File: src/rtl/sfifo_pkg.sv
package sfifo_pkg;
  // Strobes issued by the control each cycle to the storage datapath.
  typedef struct packed {
    logic push;     // write formatted sample into the buffer
    logic pop;      // move head entry to fifoData
    logic flush;    // empty the buffer (a same-cycle push lands at slot 0)
    logic loadReg;  // refresh the single data register
  } fifoStrobes_t;
endpackage

File: src/rtl/sfifo_ctrl.sv
module sfifo_ctrl
  import sfifo_pkg::*;
#(
  parameter int DEPTH = 16,
  localparam int CNT_W = $clog2(DEPTH + 1)
) (
  input  logic             clk,
  input  logic             rstN,
  input  logic             pathEn,
  input  logic             waitSync,
  input  logic             flushOnSync,
  input  logic             syncAutoClr,
  input  logic             syncManClr,
  input  logic             readySel,
  input  logic             irqEn,
  input  logic [CNT_W-1:0] thresh,
  input  logic             sampleValid,
  input  logic             syncPulse,
  input  logic             fifoRd,
  input  logic             dataRd,
  input  logic             ovfClr,
  input  logic [CNT_W-1:0] fill,
  output fifoStrobes_t     str,
  output logic             fifoReady,
  output logic             dataReady,
  output logic             syncFound,
  output logic             ovfErr,
  output logic             irq
);
  logic armed, regNew;
  logic gateOpen, take, isFull, isEmpty, flushNow, popOk, dropped, autoClr;

  always_comb begin
    gateOpen  = pathEn && (!waitSync || armed);
    take      = sampleValid && gateOpen;
    isFull    = (fill == CNT_W'(DEPTH));
    isEmpty   = (fill == '0);
    flushNow  = waitSync && flushOnSync && syncPulse;
    popOk     = fifoRd && !isEmpty && !flushNow;
    dropped   = take && isFull && !popOk && !flushNow;
    fifoReady = (fill > thresh);
    dataReady = readySel ? fifoReady : regNew;
    irq       = irqEn && dataReady;
    autoClr   = syncAutoClr && irqEn && fifoReady;
    str.push    = take && (flushNow || !isFull || popOk);
    str.pop     = popOk;
    str.flush   = flushNow;
    str.loadReg = take;
  end

  always_ff @(posedge clk or negedge rstN) begin
    if (!rstN) begin
      armed     <= 1'b0;
      regNew    <= 1'b0;
      syncFound <= 1'b0;
      ovfErr    <= 1'b0;
    end else begin
      if (!pathEn || !waitSync) armed <= 1'b0;
      else if (syncPulse)       armed <= 1'b1;

      if (take)        regNew <= 1'b1;
      else if (dataRd) regNew <= 1'b0;

      if (syncPulse)                  syncFound <= 1'b1;
      else if (syncManClr || autoClr) syncFound <= 1'b0;

      if (dropped)     ovfErr <= 1'b1;
      else if (ovfClr) ovfErr <= 1'b0;
    end
  end

  // Overflow of a full buffer with the gate open must raise the sticky flag.
  assert_no_overflow_R3: assert property (@(posedge clk) disable iff (!rstN)
    (sampleValid && pathEn && !waitSync && fill == CNT_W'(DEPTH) && !fifoRd) |=> ovfErr);

  assert_sync_sets_flag_R10: assert property (@(posedge clk) disable iff (!rstN)
    syncPulse |=> syncFound);

  assert_reg_read_clears_R7: assert property (@(posedge clk) disable iff (!rstN)
    (!readySel && dataRd && !sampleValid) |=> (readySel || !dataReady));
endmodule

File: src/rtl/sfifo_datapath.sv
module sfifo_datapath
  import sfifo_pkg::*;
#(
  parameter int DEPTH  = 16,
  parameter int DW     = 32,
  parameter int HALF_W = 16,
  localparam int CNT_W = $clog2(DEPTH + 1),
  localparam int PTR_W = $clog2(DEPTH)
) (
  input  logic             clk,
  input  logic             rstN,
  input  fifoStrobes_t     str,
  input  logic             wide32,
  input  logic [DW-1:0]    sampleIn,
  output logic [CNT_W-1:0] fill,
  output logic [DW-1:0]    fifoData,
  output logic [DW-1:0]    dataReg
);
  logic [DW-1:0]    mem [DEPTH];
  logic [PTR_W-1:0] wrPtr, rdPtr, wrSlot;
  logic [DW-1:0]    word;

  // Narrow format is only distinct when the storage is wider than it.
  generate
    if (DW > HALF_W) begin : gNarrow
      assign word = wide32 ? sampleIn
                           : {{(DW-HALF_W){sampleIn[HALF_W-1]}}, sampleIn[HALF_W-1:0]};
    end else begin : gFull
      logic unusedWide;
      assign unusedWide = wide32;
      assign word = sampleIn;
    end
  endgenerate

  assign wrSlot = str.flush ? '0 : wrPtr;

  always_ff @(posedge clk) begin
    if (str.push) mem[wrSlot] <= word;
  end

  always_ff @(posedge clk or negedge rstN) begin
    if (!rstN) begin
      wrPtr    <= '0;
      rdPtr    <= '0;
      fill     <= '0;
      fifoData <= '0;
      dataReg  <= '0;
    end else begin
      if (str.loadReg) dataReg <= word;
      if (str.flush) begin
        rdPtr <= '0;
        wrPtr <= str.push ? PTR_W'(1) : '0;
        fill  <= str.push ? CNT_W'(1) : '0;
      end else begin
        if (str.push) wrPtr <= wrPtr + 1'b1;
        if (str.pop) begin
          rdPtr    <= rdPtr + 1'b1;
          fifoData <= mem[rdPtr];
        end
        fill <= fill + CNT_W'(str.push) - CNT_W'(str.pop);
      end
    end
  end

  assert_fill_bound_R3: assert property (@(posedge clk) disable iff (!rstN)
    fill <= CNT_W'(DEPTH));

  assert_flush_empties_R9: assert property (@(posedge clk) disable iff (!rstN)
    str.flush |=> (fill <= CNT_W'(1)));
endmodule

File: src/rtl/sfifo_top.sv
module sfifo_top
  import sfifo_pkg::*;
#(
  parameter int DEPTH  = 16,
  parameter int DW     = 32,
  parameter int HALF_W = 16,
  localparam int CNT_W = $clog2(DEPTH + 1)
) (
  input  logic             clk,
  input  logic             rstN,
  input  logic             pathEn,
  input  logic             waitSync,
  input  logic             flushOnSync,
  input  logic             syncAutoClr,
  input  logic             syncManClr,
  input  logic             wide32,
  input  logic             readySel,
  input  logic             irqEn,
  input  logic [CNT_W-1:0] thresh,
  input  logic             sampleValid,
  input  logic [DW-1:0]    sampleIn,
  input  logic             syncPulse,
  input  logic             fifoRd,
  input  logic             dataRd,
  input  logic             ovfClr,
  output logic [CNT_W-1:0] fill,
  output logic [DW-1:0]    fifoData,
  output logic [DW-1:0]    dataReg,
  output logic             fifoReady,
  output logic             dataReady,
  output logic             syncFound,
  output logic             ovfErr,
  output logic             irq
);
  fifoStrobes_t str;

  sfifo_ctrl #(.DEPTH(DEPTH)) uCtrl (
    .clk(clk), .rstN(rstN), .pathEn(pathEn), .waitSync(waitSync),
    .flushOnSync(flushOnSync), .syncAutoClr(syncAutoClr), .syncManClr(syncManClr),
    .readySel(readySel), .irqEn(irqEn), .thresh(thresh), .sampleValid(sampleValid),
    .syncPulse(syncPulse), .fifoRd(fifoRd), .dataRd(dataRd), .ovfClr(ovfClr),
    .fill(fill), .str(str), .fifoReady(fifoReady), .dataReady(dataReady),
    .syncFound(syncFound), .ovfErr(ovfErr), .irq(irq)
  );

  sfifo_datapath #(.DEPTH(DEPTH), .DW(DW), .HALF_W(HALF_W)) uPath (
    .clk(clk), .rstN(rstN), .str(str), .wide32(wide32), .sampleIn(sampleIn),
    .fill(fill), .fifoData(fifoData), .dataReg(dataReg)
  );

  assert_empty_pop_R5: assert property (@(posedge clk) disable iff (!rstN)
    (fifoRd && fill == '0) |=> $stable(fifoData));
endmodule

File: config.mk
export PLATFORM = sky130hd
export DESIGN_NAME = sfifo_top
export DESIGN_NICKNAME = d
export VERILOG_FILES = /design/src/rtl/sfifo_pkg.sv /design/src/rtl/sfifo_ctrl.sv /design/src/rtl/sfifo_datapath.sv /design/src/rtl/sfifo_top.sv
export SDC_FILE = /design/constraint.sdc
export NUM_CORES = 1
export LEC_CHECK = 0
export BUFFER_PORTS_ARGS = -buffer_cell sky130_fd_sc_hd__clkbuf_2
export CAP_MARGIN = 40
export CORE_ASPECT_RATIO = 0.6
export CORE_MARGIN = 5
export CORE_UTILIZATION = 50
export DETAILED_ROUTE_END_ITERATION = 10
export GPL_TIMING_DRIVEN = 0
export PLACE_DENSITY = 0.69
export SLEW_MARGIN = 20
export SYNTH_ARGS = -nofsm -noshare
export SYNTH_HDL_FRONTEND = slang
export SYNTH_HIERARCHICAL = 1
export SYNTH_SLANG_ARGS = --single-unit
File: constraint.sdc
create_clock -name clk -period 5 [get_ports clk]
set_input_delay 1 -clock clk [delete_from_list [all_inputs] [get_ports clk]]
set_output_delay 1 -clock clk [all_outputs]
set_load 0.005 [all_outputs]
==> metrics.yaml, run 1 <==
cts_sinks: 593
synth-seq-cells: 593
portBuffers: 124
die_x_um: 289.0
syn_area_per_cell_um2: 16.90
gr-usage-all-layers_pct: 23.40
max_freq_mhz: 280.1
total_leakage_power_nw: 9.728
drive_gt1_share_pct: 21.18
post-route-cell-area_um2: 27330
synth.distinct_cells: 48
first_pass_iters: 6
worstPathRequired_ns: 5.45
maxCapViolCount: 0
row_count: 61
place_inst: 2173
rsz0062_at_grt: "false"
fin_crit_sh_pct: 71.41
ant_nets: 0
grt_pass1_wl_um: 87210
cts_resized: 0
nFillCells: 3497
finalWorstSetupSlack_ns: 1.430
cts_inserted_buffers: 53
multi_input_area_um2: 5525
initial_utilization_pct: 50.49
final_util_pct: 59.08
coreArea_um2: 46250
chipHeight_um: 177.4
synth-compound-area-share_pct: 3.676
overflow: 0
nets: 1668
wl_met1_um: 26050
netlist.area_leader.share_pct: 65.84
fin_skew_ns: 0.02496
wl_per_cell_um: 26.45
antenna_found_initial: 0
irDropWorstVdd_mv: 0.3087
finalSetupTns_ns: 0
path_class: "register to register"
dieArea_um2: 51270
async_flop_share_pct: 13.66
dr_wl_met3_um: 6046
dp_worst_setup_slack_ns: 0.7112
area_growth_syn_to_layout_pct: 17.02
fin_crit_ns: 3.570
setup_viol: 0
synth_most_common_cell: "edfxtp_1"
wirelength_um: 60110
clkLatencyLatePin_ns: 0.59
htree_levels: 2
wl_met2_um: 26350
p_total_mw: 13.71
place.gp.congestion: 0.8115
critPathMaxFanout: 6
power.density_nw_per_um2: 501.6
num_vias: 13490
hold_slack_ns: 0.3310
grt_max_degree: 53
hold_viol_final: 0
start_kind: "register"
synth_adder_area_share_pct: 0.7287
grt_pass1_vias: 13070
ys_top_cells_by_area: "edfxtp_1 66%, dfrtp_1 8.7%, mux2i_1 8.7%, mux4_2 2.3%, a22oi_1 2.2%"
post_cts_buffers: 0
diodes: 0
muxShareOfSynthArea_pct: 12.58
synth-edff-count: 512
layout.cells.non_filler: 2273
worst_slew_pin_slew_ns: 0.8875
critPathArrivalTime_ns: 4.02
synth_xor_xnor_area_share_pct: 0.3001
place_area_um2: 25580
cts-root-buf: "clkbuf_16"
routed_via_density: 5.933
report.final.slew_viol_count: 0
remaining_drc_errors: 0
holdBufCountCts: 0
yosys.area.top_type: "edfxtp_1"
clockBufferDepth: 3
yosysSeqAreaShare_pct: 74.52
yosysWarnings: 6
post-dp-hpwl_um: 40640
yosys-top-cells-count: "512 x edfxtp_1, 202 x mux2i_1, 128 x nand2_1, 81 x dfrtp_1, 68 x a22oi_1"
end_kind: "register"
ios: 126
relSlewSlack_pct: 40.83
clk_pin_slew_ns: 0.06
tritoncts: "built"
synth_fp_nets: 1447
first_iter_violations: 1648
hp-class: "input port to async pin"
synth_top_family_by_area: "multiplexers"
synth_simple_gate_area_share_pct: 5.894
syn_area_um2: 23350
synthFlopType: "edfxtp_1"
top_layer_used: "met4"
regArea_um2: 17400
syn_inst: 1382
status: "completed"
[metal layers]
metal | global-route usage (%) | vias to the layer above
met5 | 0 | -
met4 | 5.975 | 0
met3 | 5.379 | 102
met2 | 35.10 | 656
met1 | 35.05 | 6920
li1 | - | 5808
[power by group]
group	switching, mW	internal, mW	leakage (nW)	total (mW)
Clock	1.75	2.25	0.817	4.00
Sequential	0.204	5.71	5.58	5.91
Combinational	2.28	1.51	3.33	3.79
[cell families (layout without fill, tap and decap cells)]
kind of cell,Yosys count,count (layout)
flops,593,593
mux,254,254
simple gates,294,294
buf+inv,103,364
compound gates,117,117
xor+xnor,8,8
fa+ha+maj,13,13
[final timing paths]
kind | start | end | slack [ns] | depth (start not counted)
worst max-delay path | uPath/fill[1]$_DFF_PN0_ | uPath/fill[4]$_DFF_PN0_ | 1.43 | 13
worst min-delay path | rstN | uPath/dataReg[5]$_DFFE_PN0P_ | 0.33 | 1
worst max register to register | uPath/fill[1]$_DFF_PN0_ | uPath/fill[4]$_DFF_PN0_ | 1.43 | 13
worst min register to register | uPath/fifoData[5]$_DFFE_PN0P_ | uPath/fifoData[5]$_DFFE_PN0P_ | 0.49 | 2
max in group asynchronous | rstN | uPath/dataReg[4]$_DFFE_PN0P_ | 4.03 | 2
min in group clk | uPath/fifoData[5]$_DFFE_PN0P_ | uPath/fifoData[5]$_DFFE_PN0P_ | 0.49 | 2
[state kept, by name, indices dropped and copies added, names as in the netlist]
register,flops
uPath/fifoData,32
uPath/wrPtr,4
uPath/rdPtr,4
uCtrl/armed,1
uCtrl/regNew,1
uPath/fill,5
uPath/mem,512
uPath/dataReg,32
uCtrl/syncFound,1
uCtrl/ovfErr,1
[critical path, stage by stage (launching register included)]
cell and delay [ns]:
dfrtp_1 0.48, or4_4 0.55, or4b_4 0.50, nor2b_4 0.16, inv_1 0.23, ha_1 0.28, inv_1 0.05, ha_1 0.15
inv_1 0.06, fa_1 0.44, nor2b_1 0.16, o21ai_0 0.13, a21oi_1 0.18, nor3b_1 0.07
[final cells by class]
| class | instances | share of cell area (%) |
|---|---|---|
| Clock inverter | 21 | 0.8288 |
| Tap cell | 630 | 2.885 |
| Clock buffer | 74 | 5.362 |
| Buffer | 85 | 1.722 |
| Inverter | 18 | 0.2473 |
| Multi-Input combinational cell | 686 | 20.22 |
| Timing Repair Buffer | 166 | 5.051 |
| Sequential cell | 593 | 63.68 |
[cell usage in the layout (no fill, tap or decap), types with 6 or more instances in the layout]
| cell | instances |
|---|---|
| xor2_1 | 6 |
| mux4_2 | 24 |
| clkbuf_1 | 57 |
| mux2i_1 | 202 |
| buf_6 | 13 |
| nand3_1 | 28 |
| nor2_1 | 39 |
| a31oi_1 | 17 |
| o22ai_1 | 7 |
| inv_1 | 18 |
| a21oi_1 | 6 |
| nor2_4 | 13 |
| clkbuf_8 | 7 |
| nand4_1 | 52 |
| buf_4 | 38 |
| a22oi_1 | 68 |
| buf_2 | 7 |
| clkbuf_2 | 125 |
| clkbuf_16 | 53 |
| edfxtp_1 | 512 |
| ha_1 | 12 |
| nand2_1 | 128 |
| clkinv_1 | 8 |
| nor2b_1 | 14 |
| dfrtp_1 | 81 |
| mux2_2 | 24 |
| buf_16 | 18 |
Power figures use the tool's default switching activity.
==> run 2: changes to the inputs <==
--- a/config.mk
+++ b/config.mk
@@ -12,7 +12,7 @@
 export CORE_UTILIZATION = 50
 export DETAILED_ROUTE_END_ITERATION = 10
 export GPL_TIMING_DRIVEN = 0
-export PLACE_DENSITY = 0.69
+export PLACE_DENSITY = 0.72
 export SLEW_MARGIN = 20
 export SYNTH_ARGS = -nofsm -noshare
 export SYNTH_HDL_FRONTEND = slang
==> constraint.sdc (replaced) <==
create_clock -name clk -period 3 [get_ports clk]
set_input_delay 0.6 -clock clk [delete_from_list [all_inputs] [get_ports clk]]
set_output_delay 0.6 -clock clk [all_outputs]
set_load 0.005 [all_outputs]
==> run 2 against run 1 <==
Compared with the run above:
- the flow now finishes with violations (negative setup slack)
- non-clock buffer count up 16
- power up 70%
- critical path depth down 3
- via count up 2.2%
- critical path type unchanged
- largest power group unchanged
- sequential share of layout area down 0.88 points
- highest routed layer unchanged
- first-iteration DRC count down 0.79%
- sequential power up 66%
==> metrics.yaml, run 2 (synthesis results as in run 1) <==
status: "finished, violations left"
violations: "negative setup slack"
gr-usage-all-layers_pct: 23.60  # +0.20 points
clk_pin_slew_ns: 0.07  # about the same
grt_max_degree: 46  # -13%
rsz0062_at_grt: "true"
coreArea_um2: 46250  # unchanged
ant_nets: 0  # unchanged
final_cell_mix: "512 x edfxtp_1, 202 x mux2i_1, 130 x clkbuf_2"
min_path_cells: 2
portBuffers: 124  # unchanged
layout_commonest_cell: "edfxtp_1"
max_freq_mhz: 328.3  # +17%
largestRegisters: "uPath/mem: 512 flops, uPath/dataReg: 32 flops, uPath/fifoData: 32 flops"
cts-root-buf: "clkbuf_16"
diodes: 0  # unchanged
grt_pass1_vias: 13600  # +4.1%
end_kind: "register"
cts_sinks: 593  # unchanged
r2r_start: "uPath/fill[1]$_DFF_PN0_"
report.final.slew_viol_count: 0  # unchanged
clkLatencyLatePin_ns: 0.59  # about the same
r2r_slack_ns: -0.05  # -1.48 ns
row_count: 61  # unchanged
first_pass_iters: 5  # -1
remaining_drc_errors: 0  # unchanged
place_area_um2: 25620  # +0.15%
whs_endpoint: "uCtrl/regNew$_DFFE_PN0P_"
overflow: 0  # unchanged
drive_gt1_share_pct: 23.72  # +2.5 points
htree_levels: 2  # unchanged
total_leakage_power_nw: 9.894  # +1.7%
grt_pass1_wl_um: 88260  # +1.2%
worstPathRequired_ns: 3.50  # -1.95 ns
critPathMaxFanout: 10  # +4
post-dp-hpwl_um: 40460  # -0.45%
irDropWorstVdd_mv: 0.6010  # +95%
antenna_found_initial: 0  # unchanged
relSlewSlack_pct: 42.25  # +1.4 points
worstHoldStart: "dataRd"
nets: 1684  # +0.96%
first_iter_violations: 1635  # -0.79%
tritoncts: "built"
maxCapViolCount: 0  # unchanged
hold_viol_final: 0  # unchanged
wl_per_cell_um: 26.96  # +1.9%
chipHeight_um: 177.4  # unchanged
path_class: "register to register"
num_vias: 13780  # +2.2%
routed_via_density: 6.014  # +1.4%
hp-class: "input port to register"
place.gp.congestion: 0.8141  # +0.32%
start_kind: "register"
rr_endpoint: "uPath/fifoData[15]$_DFFE_PN0P_"
setup_viol: 17  # +17
clockBufferDepth: 3  # unchanged
worst_slew_pin_slew_ns: 0.8662  # -0.02128 ns
die_x_um: 289.0  # unchanged
area_growth_syn_to_layout_pct: 18.66
power.density_nw_per_um2: 839.2  # +67%
finalWorstSetupSlack_ns: -0.04602  # -1.476 ns
dieArea_um2: 51270  # unchanged
cts_inserted_buffers: 52  # -1.9%
wirelength_um: 61770  # +2.8%
final_util_pct: 59.91  # +0.83 points
rr_worst_depth: 10  # -3
fin_crit_ns: 3.046  # -0.5244 ns
post-route-cell-area_um2: 27710  # +1.4%
initial_utilization_pct: 50.49  # unchanged
ios: 126  # unchanged
regMostFlops: "uPath/mem"
fin_skew_ns: 0.02682  # +0.001860 ns
largest_reg_flops: 512  # unchanged
critPathArrivalTime_ns: 3.54  # -0.48 ns
fin_crit_sh_pct: 101.5  # +30 points
[run 2: report_power, final]
part           internal (mW)  leakage [nW]  switching (mW)
clock                   3.98         0.867            2.90
sequential              9.51          5.58           0.318
combinational           2.62          3.45            3.93
total                   16.1          9.89            7.14
[run 2: routing by layer]
layer | vias to the layer above | part of all wire, % | track usage [%]
li1 | 5840 | - | -
met1 | 6977 | 40 | 34.19
met2 | 842 | 45 | 35.87
met3 | 119 | 12 | 5.789
met4 | 0 | 3.2 | 7.234
met5 | - | 0 | 0
[run 2: worst max-delay path, cell delays in order (launching register included)]
cell and delay (ns):
dfrtp_2 0.41, or4_4 0.52, nor2_1 0.15, nor3b_1 0.07, buf_4 0.16, clkbuf_1 0.21
nand2b_1 0.39, buf_2 0.43, clkbuf_2 0.40, nand2_1 0.11, nand3_1 0.09
[run 2: area by class of cell]
| cell class | count | area (um2) |
|---|---|---|
| well taps | 630 | 788.3 |
| multi-input cells | 687 | 5629 |
| flip-flops and latches | 593 | 17400 |
| repair buffers | 183 | 1585 |
| fillers | 3353 | 18540 |
| inverters | 18 | 70.07 |
| plain buffers | 84 | 476.7 |
| clock inverters | 23 | 265.3 |
| clock buffers | 73 | 1491 |
[run 2: worst max path at each step]
stage | start | end | slack (ns)
floorplan | syncPulse | uPath/mem[11][0]$_DFFE_PP_ | -0.33
global placement | syncPulse | uPath/mem[15][12]$_DFFE_PP_ | -2.30
detailed placement | syncPulse | uPath/fifoData[11]$_DFFE_PN0P_ | -0.83
CTS | uPath/fill[1]$_DFF_PN0_ | uPath/fill[4]$_DFF_PN0_ | -0.07
global route | uPath/fill[1]$_DFF_PN0_ | uPath/fifoData[15]$_DFFE_PN0P_ | -0.22
finish | uPath/fill[1]$_DFF_PN0_ | uPath/fifoData[15]$_DFFE_PN0P_ | -0.05
[run 2: per-stage QoR]
stage,TNS [ns],power (mW),hold WS [ns],setup slack (ns),std cells
2_1_floorplan,-130.57,13.91,0.3044,-0.3307,1382
4_1_cts,-0.06771,23.16,0.1886,-0.06771,2280
6_report,-0.4329,23.25,0.2080,-0.04602,2291
3_3_place_gp,-1063.10,15.96,0.4673,-2.299,2136
3_5_place_dp,-83.09,16.21,0.4697,-0.8322,2169
5_1_grt,-4.429,24.15,0.2257,-0.2200,2291
[run 2: what timing repair did]
| item | CTS | global route |
|---|---|---|
| endpoints found under the hold margin | 36 | 0 |
| cloned | 0 | 1 |
| gates resized for setup | 15 | 10 |
| setup endpoints to repair | 223 | 145 |
| pin swaps | 9 | 10 |
| hold buffers | 1 | 0 |
| setup buffers | 14 | 10 |
